==> config.mk <==
export PLATFORM = sky130hd
export DESIGN_NAME = synth_ctl_port
export DESIGN_NICKNAME = d
export VERILOG_FILES = /design/src/rtl/synth_ctl_pkg.sv /design/src/rtl/sctl_sync.sv /design/src/rtl/sctl_shift.sv /design/src/rtl/sctl_bank.sv /design/src/rtl/synth_ctl_port.sv
export SDC_FILE = /design/constraint.sdc
export NUM_CORES = 1
export LEC_CHECK = 0
export BUFFER_PORTS_ARGS = -buffer_cell sky130_fd_sc_hd__buf_2
export CORE_MARGIN = 5
export CORE_UTILIZATION = 43
export CTS_CLUSTER_SIZE = 12
export DETAILED_ROUTE_END_ITERATION = 16
export PLACE_DENSITY = 0.76
export SYNTH_ARGS = -nofsm -noshare
export SYNTH_HDL_FRONTEND = slang
export SYNTH_SLANG_ARGS = --single-unit
==> constraint.sdc <==
create_clock -name clk -period 1.4 [get_ports clk]
set_input_delay 0.07 -clock clk [delete_from_list [all_inputs] [get_ports clk]]
set_output_delay 0.07 -clock clk [all_outputs]
set_load 0.03 [all_outputs]
==> src/rtl/synth_ctl_pkg.sv <==
package synth_ctl_pkg;

    // Routing-bit values (position 1 of the word)
    typedef enum logic {
        DEST_DIV = 1'b0,
        DEST_REF = 1'b1
    } dest_e;

    // Mode flags, packed so that bit 0 sits at the lowest word position
    typedef struct packed {
        logic pump_hi;
        logic mon_sel;
        logic phase_inv;
        logic presc_sel;
    } mode_t;

    localparam int MODE_W      = $bits(mode_t);
    localparam int RATIO_RESET = 3;
    localparam int PROG_RESET  = 3;
    localparam int SWAL_RESET  = 0;

    function automatic dest_e route_of(input logic lsb);
        return lsb ? DEST_REF : DEST_DIV;
    endfunction

endpackage

==> src/rtl/sctl_sync.sv <==
module sctl_sync #(
    parameter int N      = 3,
    parameter int STAGES = 2
) (
    input  logic         clk,
    input  logic         rst,
    input  logic [N-1:0] async_i,
    output logic [N-1:0] sync_o,
    output logic [N-1:0] rise_o
);
    logic [STAGES-1:0][N-1:0] chain;
    logic [N-1:0]             prev;

    for (genvar s = 0; s < STAGES; s++) begin : g_stage
        if (s == 0) begin : g_first
            always_ff @(posedge clk) begin
                if (rst) chain[s] <= '0;
                else     chain[s] <= async_i;
            end
        end else begin : g_next
            always_ff @(posedge clk) begin
                if (rst) chain[s] <= '0;
                else     chain[s] <= chain[s-1];
            end
        end
    end

    always_ff @(posedge clk) begin
        if (rst) prev <= '0;
        else     prev <= chain[STAGES-1];
    end

    assign sync_o = chain[STAGES-1];
    assign rise_o = chain[STAGES-1] & ~prev;
endmodule

==> src/rtl/sctl_shift.sv <==
module sctl_shift #(
    parameter int W = 19
) (
    input  logic         clk,
    input  logic         rst,
    input  logic         en,
    input  logic         din,
    output logic [W-1:0] word_o
);
    always_ff @(posedge clk) begin
        if (rst)     word_o <= '0;
        else if (en) word_o <= {word_o[W-2:0], din};
    end
endmodule

==> src/rtl/sctl_bank.sv <==
module sctl_bank #(
    parameter int         W     = 18,
    parameter logic [W-1:0] RST_V = '0
) (
    input  logic         clk,
    input  logic         rst,
    input  logic         load,
    input  logic [W-1:0] d,
    output logic [W-1:0] q,
    output logic         upd
);
    always_ff @(posedge clk) begin
        if (rst) begin
            q   <= RST_V;
            upd <= 1'b0;
        end else begin
            upd <= load;
            if (load) q <= d;
        end
    end
endmodule

==> src/rtl/synth_ctl_port.sv <==
module synth_ctl_port
    import synth_ctl_pkg::*;
#(
    parameter int REF_W       = 14,
    parameter int SWAL_W      = 7,
    parameter int PROG_W      = 11,
    parameter int SYNC_STAGES = 2
) (
    input  logic              clk,
    input  logic              rst,
    input  logic              ser_clk_i,
    input  logic              ser_dat_i,
    input  logic              ser_le_i,
    output logic [REF_W-1:0]  ref_ratio_o,
    output logic              presc_sel_o,
    output logic              phase_inv_o,
    output logic              mon_sel_o,
    output logic              pump_hi_o,
    output logic              ref_upd_o,
    output logic [SWAL_W-1:0] swallow_o,
    output logic [PROG_W-1:0] prog_o,
    output logic              div_upd_o
);
    localparam int WORD_W = 1 + SWAL_W + PROG_W;
    localparam int REFB_W = REF_W + MODE_W;
    localparam int DIVB_W = SWAL_W + PROG_W;
    localparam logic [REFB_W-1:0] REF_RST =
        {{MODE_W{1'b0}}, REF_W'(RATIO_RESET)};
    localparam logic [DIVB_W-1:0] DIV_RST =
        {PROG_W'(PROG_RESET), SWAL_W'(SWAL_RESET)};

    // pin order in vector: {le, dat, clk}
    logic [2:0]        pins_s, pins_r;
    logic [WORD_W-1:0] word;
    logic              shift_en, le_rise;
    dest_e             dest;
    logic [REFB_W-1:0] ref_q;
    logic [DIVB_W-1:0] div_q;
    mode_t             mode;

    sctl_sync #(.N(3), .STAGES(SYNC_STAGES)) i_sync (
        .clk     (clk),
        .rst     (rst),
        .async_i ({ser_le_i, ser_dat_i, ser_clk_i}),
        .sync_o  (pins_s),
        .rise_o  (pins_r)
    );

    assign shift_en = pins_r[0] & ~pins_s[2];
    assign le_rise  = pins_r[2];

    sctl_shift #(.W(WORD_W)) i_shift (
        .clk    (clk),
        .rst    (rst),
        .en     (shift_en),
        .din    (pins_s[1]),
        .word_o (word)
    );

    assign dest = route_of(word[0]);

    sctl_bank #(.W(REFB_W), .RST_V(REF_RST)) i_ref_bank (
        .clk  (clk),
        .rst  (rst),
        .load (le_rise && dest == DEST_REF),
        .d    (word[REFB_W:1]),
        .q    (ref_q),
        .upd  (ref_upd_o)
    );

    sctl_bank #(.W(DIVB_W), .RST_V(DIV_RST)) i_div_bank (
        .clk  (clk),
        .rst  (rst),
        .load (le_rise && dest == DEST_DIV),
        .d    (word[DIVB_W:1]),
        .q    (div_q),
        .upd  (div_upd_o)
    );

    assign mode        = mode_t'(ref_q[REFB_W-1:REF_W]);
    assign ref_ratio_o = ref_q[REF_W-1:0];
    assign presc_sel_o = mode.presc_sel;
    assign phase_inv_o = mode.phase_inv;
    assign mon_sel_o   = mode.mon_sel;
    assign pump_hi_o   = mode.pump_hi;
    assign swallow_o   = div_q[SWAL_W-1:0];
    assign prog_o      = div_q[DIVB_W-1:SWAL_W];
endmodule

# Word-level counts from Yosys, hierarchy flattened
# Cells that the tools add are included.
[word_totals]
in_bits = 5
register_bits = 66
elab_cells = 16
output_inout_bits = 38
[classes]
n_reduce_logical = 2
n_mux = 1
n_bitwise = 5
[ops]
columns = ["cell", "n"]
rows = [
  ["$and A3 B3 Y3", 1],
  ["$not A3 Y3", 1],
  ["$logic_and A1 B1 Y1", 2],
  ["$not A1 Y1", 2],
  ["$and A1 B1 Y1", 1],
  ["$mux W1", 1],
]

# Longest topological paths before layout
[depth]
depth_word = 3
depth_mapped = 4
depth_no_buf = 2

# By module
# Synthesis repeated with hierarchy kept, for this count alone.
[unflattened]
hier_cells = 208
hier_area_um2 = 2354.8
[by_module_without_submodules]
columns = ["mod", "area_per_inst_um2", "cells_per_inst", "instances", "seq_area_each_um2"]
rows = [
  ["sctl_bank", 685.7, 60, 2, 380.4],
  ["sctl_shift", 683.2, 61, 1, 380.4],
  ["sctl_sync", 277.8, 24, 1, 180.2],
  ["synth_ctl_port", 22.5, 3, 1, 0.0],
]

# Worst setup path before layout
# OpenSTA, ideal clock, no wires.
[synth_path]
path_kind = "reg-to-reg"
from = "register i_sync.chain (netlist bit i_sync.sync_o[2])"
to = "register i_div_bank.q[11]"
stages_incl_launch_ff = 5
required_ps = 1279
setup_slack_ps = 158
arrival_time_ps = 1121
setup_ps = 121
path_cell_list = "dfxtp_1 -> or3b_1 -> buf_6 -> buf_12 -> mux2i_1"
[synth_between]
elab_chain_len = 2
[synth_rtl]
columns = ["item", "line", "text"]
rows = [
  ["start: declaration", "sctl_sync.sv:11", "logic [STAGES-1:0][N-1:0] chain;"],
  ["start signal: indexed assignment", "sctl_sync.sv:23", "else chain[s] <= chain[s-1];"],
  ["$and A3 B3 Y3", "sctl_sync.sv:34", "assign rise_o = chain[STAGES-1] & ~prev;"],
  ["$logic_and A1 B1 Y1", "synth_ctl_port.sv:74", ".load (le_rise && dest == DEST_DIV),"],
  ["end signal: assignment", "sctl_bank.sv:14", "q <= RST_V;"],
  ["end signal: assignment", "sctl_bank.sv:18", "if (load) q <= d;"],
  ["end: declaration", "sctl_bank.sv:9", "output logic [W-1:0] q,"],
]
# No other way between the ends.
# A chain may end at the register's enable or synchronous reset.

# Worst setup path after layout
[layout_path]
from = "register i_sync.chain (netlist bit i_sync.sync_o[2])"
to = "register i_div_bank.q[16]"
# The elaborated chain is that of the path after synthesis.

==> impl_metrics.toml <==
[layout]
layout.cells.most_common_list = "dfxtp_1 (65), mux2i_1 (55), nand2b_1 (52)"
fill_cells = 499
diodes = 0
final_common_cell = "dfxtp_1"
syn_to_final_growth_pct = 21.3
layout-drive-gt1-share = 0.240
post-route-util = 0.533
nNetsFinal = 260

[cts]
numCtsBuffers = 9
cts_resized = 0
cts_root_buffer = "clkbuf_8"
cts_max_path_buffers = 2
insertion_delay_ns = 0.33
cts_tree = "yes"
cts.sinks = 65
htreeDepth = 3
clkTransAtPathRegs_ns = 0.07

[grt]
grt.overflow.total = 0
antenna_found_initial = 0
grt_pass1_wl_mm = 7.20
grt_pass1_vias = 1507
grt_max_degree = 71
grt_use_total = 0.129

[detailed_routing]
wl_met2_mm = 1.79
dr.max_layer_used = "met4"
drt-pass1-iter-count = 4
drc = 0
wirelength_mm = 4.16
wl_met3_microns = 333
drt-met1-wl_mm = 1.95
wire_per_inst_microns = 12.6
drt.antenna.violating_nets = 0
num_vias = 1526
drt_iter0_drc = 93
vias_per_cell = 4.62

[sta]
min_period_over_period = 0.911
fin_crit_ns = 1.28
tightestPinTransition_ns = 0.261
hold_viol_final = 0
holdWs_ns = 0.186
max_freq_mhz = 784
rsz0062_at_grt = "no"
setup_ws_ns = 0.124
tns_ns = 0
final_max_slew_viol_count = 0
timing.slew.headroom = 0.823
skew_ns = 0.00555
setup_viol = 0

[setup_path]
cp-start-kind = "flip-flop"
crit_path_end_kind = "flip-flop"
critPathKind = "reg -> reg"
reg2reg_slack_ns = 0.12
cp_max_fo = 18
reg2reg_depth = 3
required_ns = 1.62
cp.arrival_ns = 1.49

[synthesis]
syn_area_per_cell_sq_um = 11.6
synthesis.area_sq_um = 2390
mappedNetlistNets = 212
synthTopCellsByArea = "dfxtp_1 (54%), mux2i_1 (23%), nand2b_1 (14%)"
synth_cells = 207
ys_types = 16
synth_seq_cells = 65
synth.yosys.warnings = 0
synth_top_area_frac = 0.544
synth.largest_area_cell = "dfxtp_1"
seq_area_frac_synth = 0.544

[place]
preCtsSetupSlack_ns = 0.147
portBuffers = 42
dp_hpwl_mm = 2.68
gp_congestion = 0.708

[floorplan]
die_h_microns = 84.6
io-pin-count = 43
num_rows = 27
die_area_sq_um = 7150
die_x_microns = 84.6
core_area_sq_um = 5440
start_util = 0.440

[flow_run]
drv_cap = 0

[power]
p_leak_nw = 1.32
total_power_mw = 3.49
ir_drop_v = 0.000762
pwr_density_cell_nw_per_um2 = 1200

[status]
outcome = "complete, no violations"

[worst_hold_path]
min-delay-path-class = "in -> reg"
min_path_cells = 3
state kept, by name, summed over array words and instances (netlist names):
name            count
i_div_bank.q       18
i_div_bank.upd      1
i_shift.word_o     19
i_sync.sync_o       3
i_ref_bank.upd      1
i_sync.prev         2
i_sync.chain        3
i_ref_bank.q       18
final timing paths:
| check | startpoint | to |
|---|---|---|
| setup / recovery | i_sync.sync_o[2] | i_div_bank.q[16] |
| hold / removal | rst | i_sync.prev[0] |
| setup reg to reg | i_sync.sync_o[2] | i_div_bank.q[16] |
| hold reg to reg | i_sync.chain[0] | i_sync.sync_o[0] |
critical path, stage by stage, from the launching register on:
cell,delay (ns)
dfxtp_1,0.42
or3b_1,0.41
buf_12,0.18
mux2i_1,0.13
where the power goes:
| group | internal (mW) | switching [mW] |
|---|---|---|
| clock network | 0.841 | 0.647 |
| registers | 1.86 | 0.00661 |
| logic | 0.0730 | 0.0643 |
per-stage QoR:
step	cells	instance area (sq um)
floorplan	207	2390
global placement	313	2690
detailed placement	313	2690
CTS	330	2900
global route	330	2900
finish	330	2900
what timing repair did:
| item | 4_1_cts | 5_1_grt |
|---|---|---|
| buffers inserted | 0 | 0 |
| endpoints found under the hold margin | 3 | 0 |
| hold buffers | 3 | 0 |
area by class of cell:
cell class | count | area [sq um] | share of cell area
repair buffers | 50 | 315 | 0.109
clock inverters | 4 | 45.0 | 0.0155
multi-input cells | 129 | 1010 | 0.349
clock buffers | 10 | 138 | 0.0474
well taps | 72 | 90.1 | 0.0310
flip-flops and latches | 65 | 1300 | 0.448
cells by family after synthesis:
group,Yosys count,share of synthesized area
buffers and inverters,13,0.0345
muxes,55,0.230
and+or+nand+nor,74,0.191
DFF,65,0.544
cell usage after synthesis:
cell type and count:
buf_12 1, nor2b_1 8, nor2_1 8, nor4b_1 1, mux2i_1 55, nor4bb_1 1, buf_2 2, nand2b_1 52
or3b_1 1, and3b_1 1, dfxtp_1 65, buf_6 1, clkbuf_1 7, buf_4 2, nand3b_1 1, nor3b_1 1
per-layer routing:
| metal | track usage | vias up |
|---|---|---|
| li1 | - | 779 |
| met1 | 0.158 | 705 |
| met2 | 0.184 | 36 |
| met3 | 0.0638 | 6 |
| met4 | 0.0734 | 0 |
| met5 | 0 | - |
No activity file was read; power rests on OpenSTA's default activity.
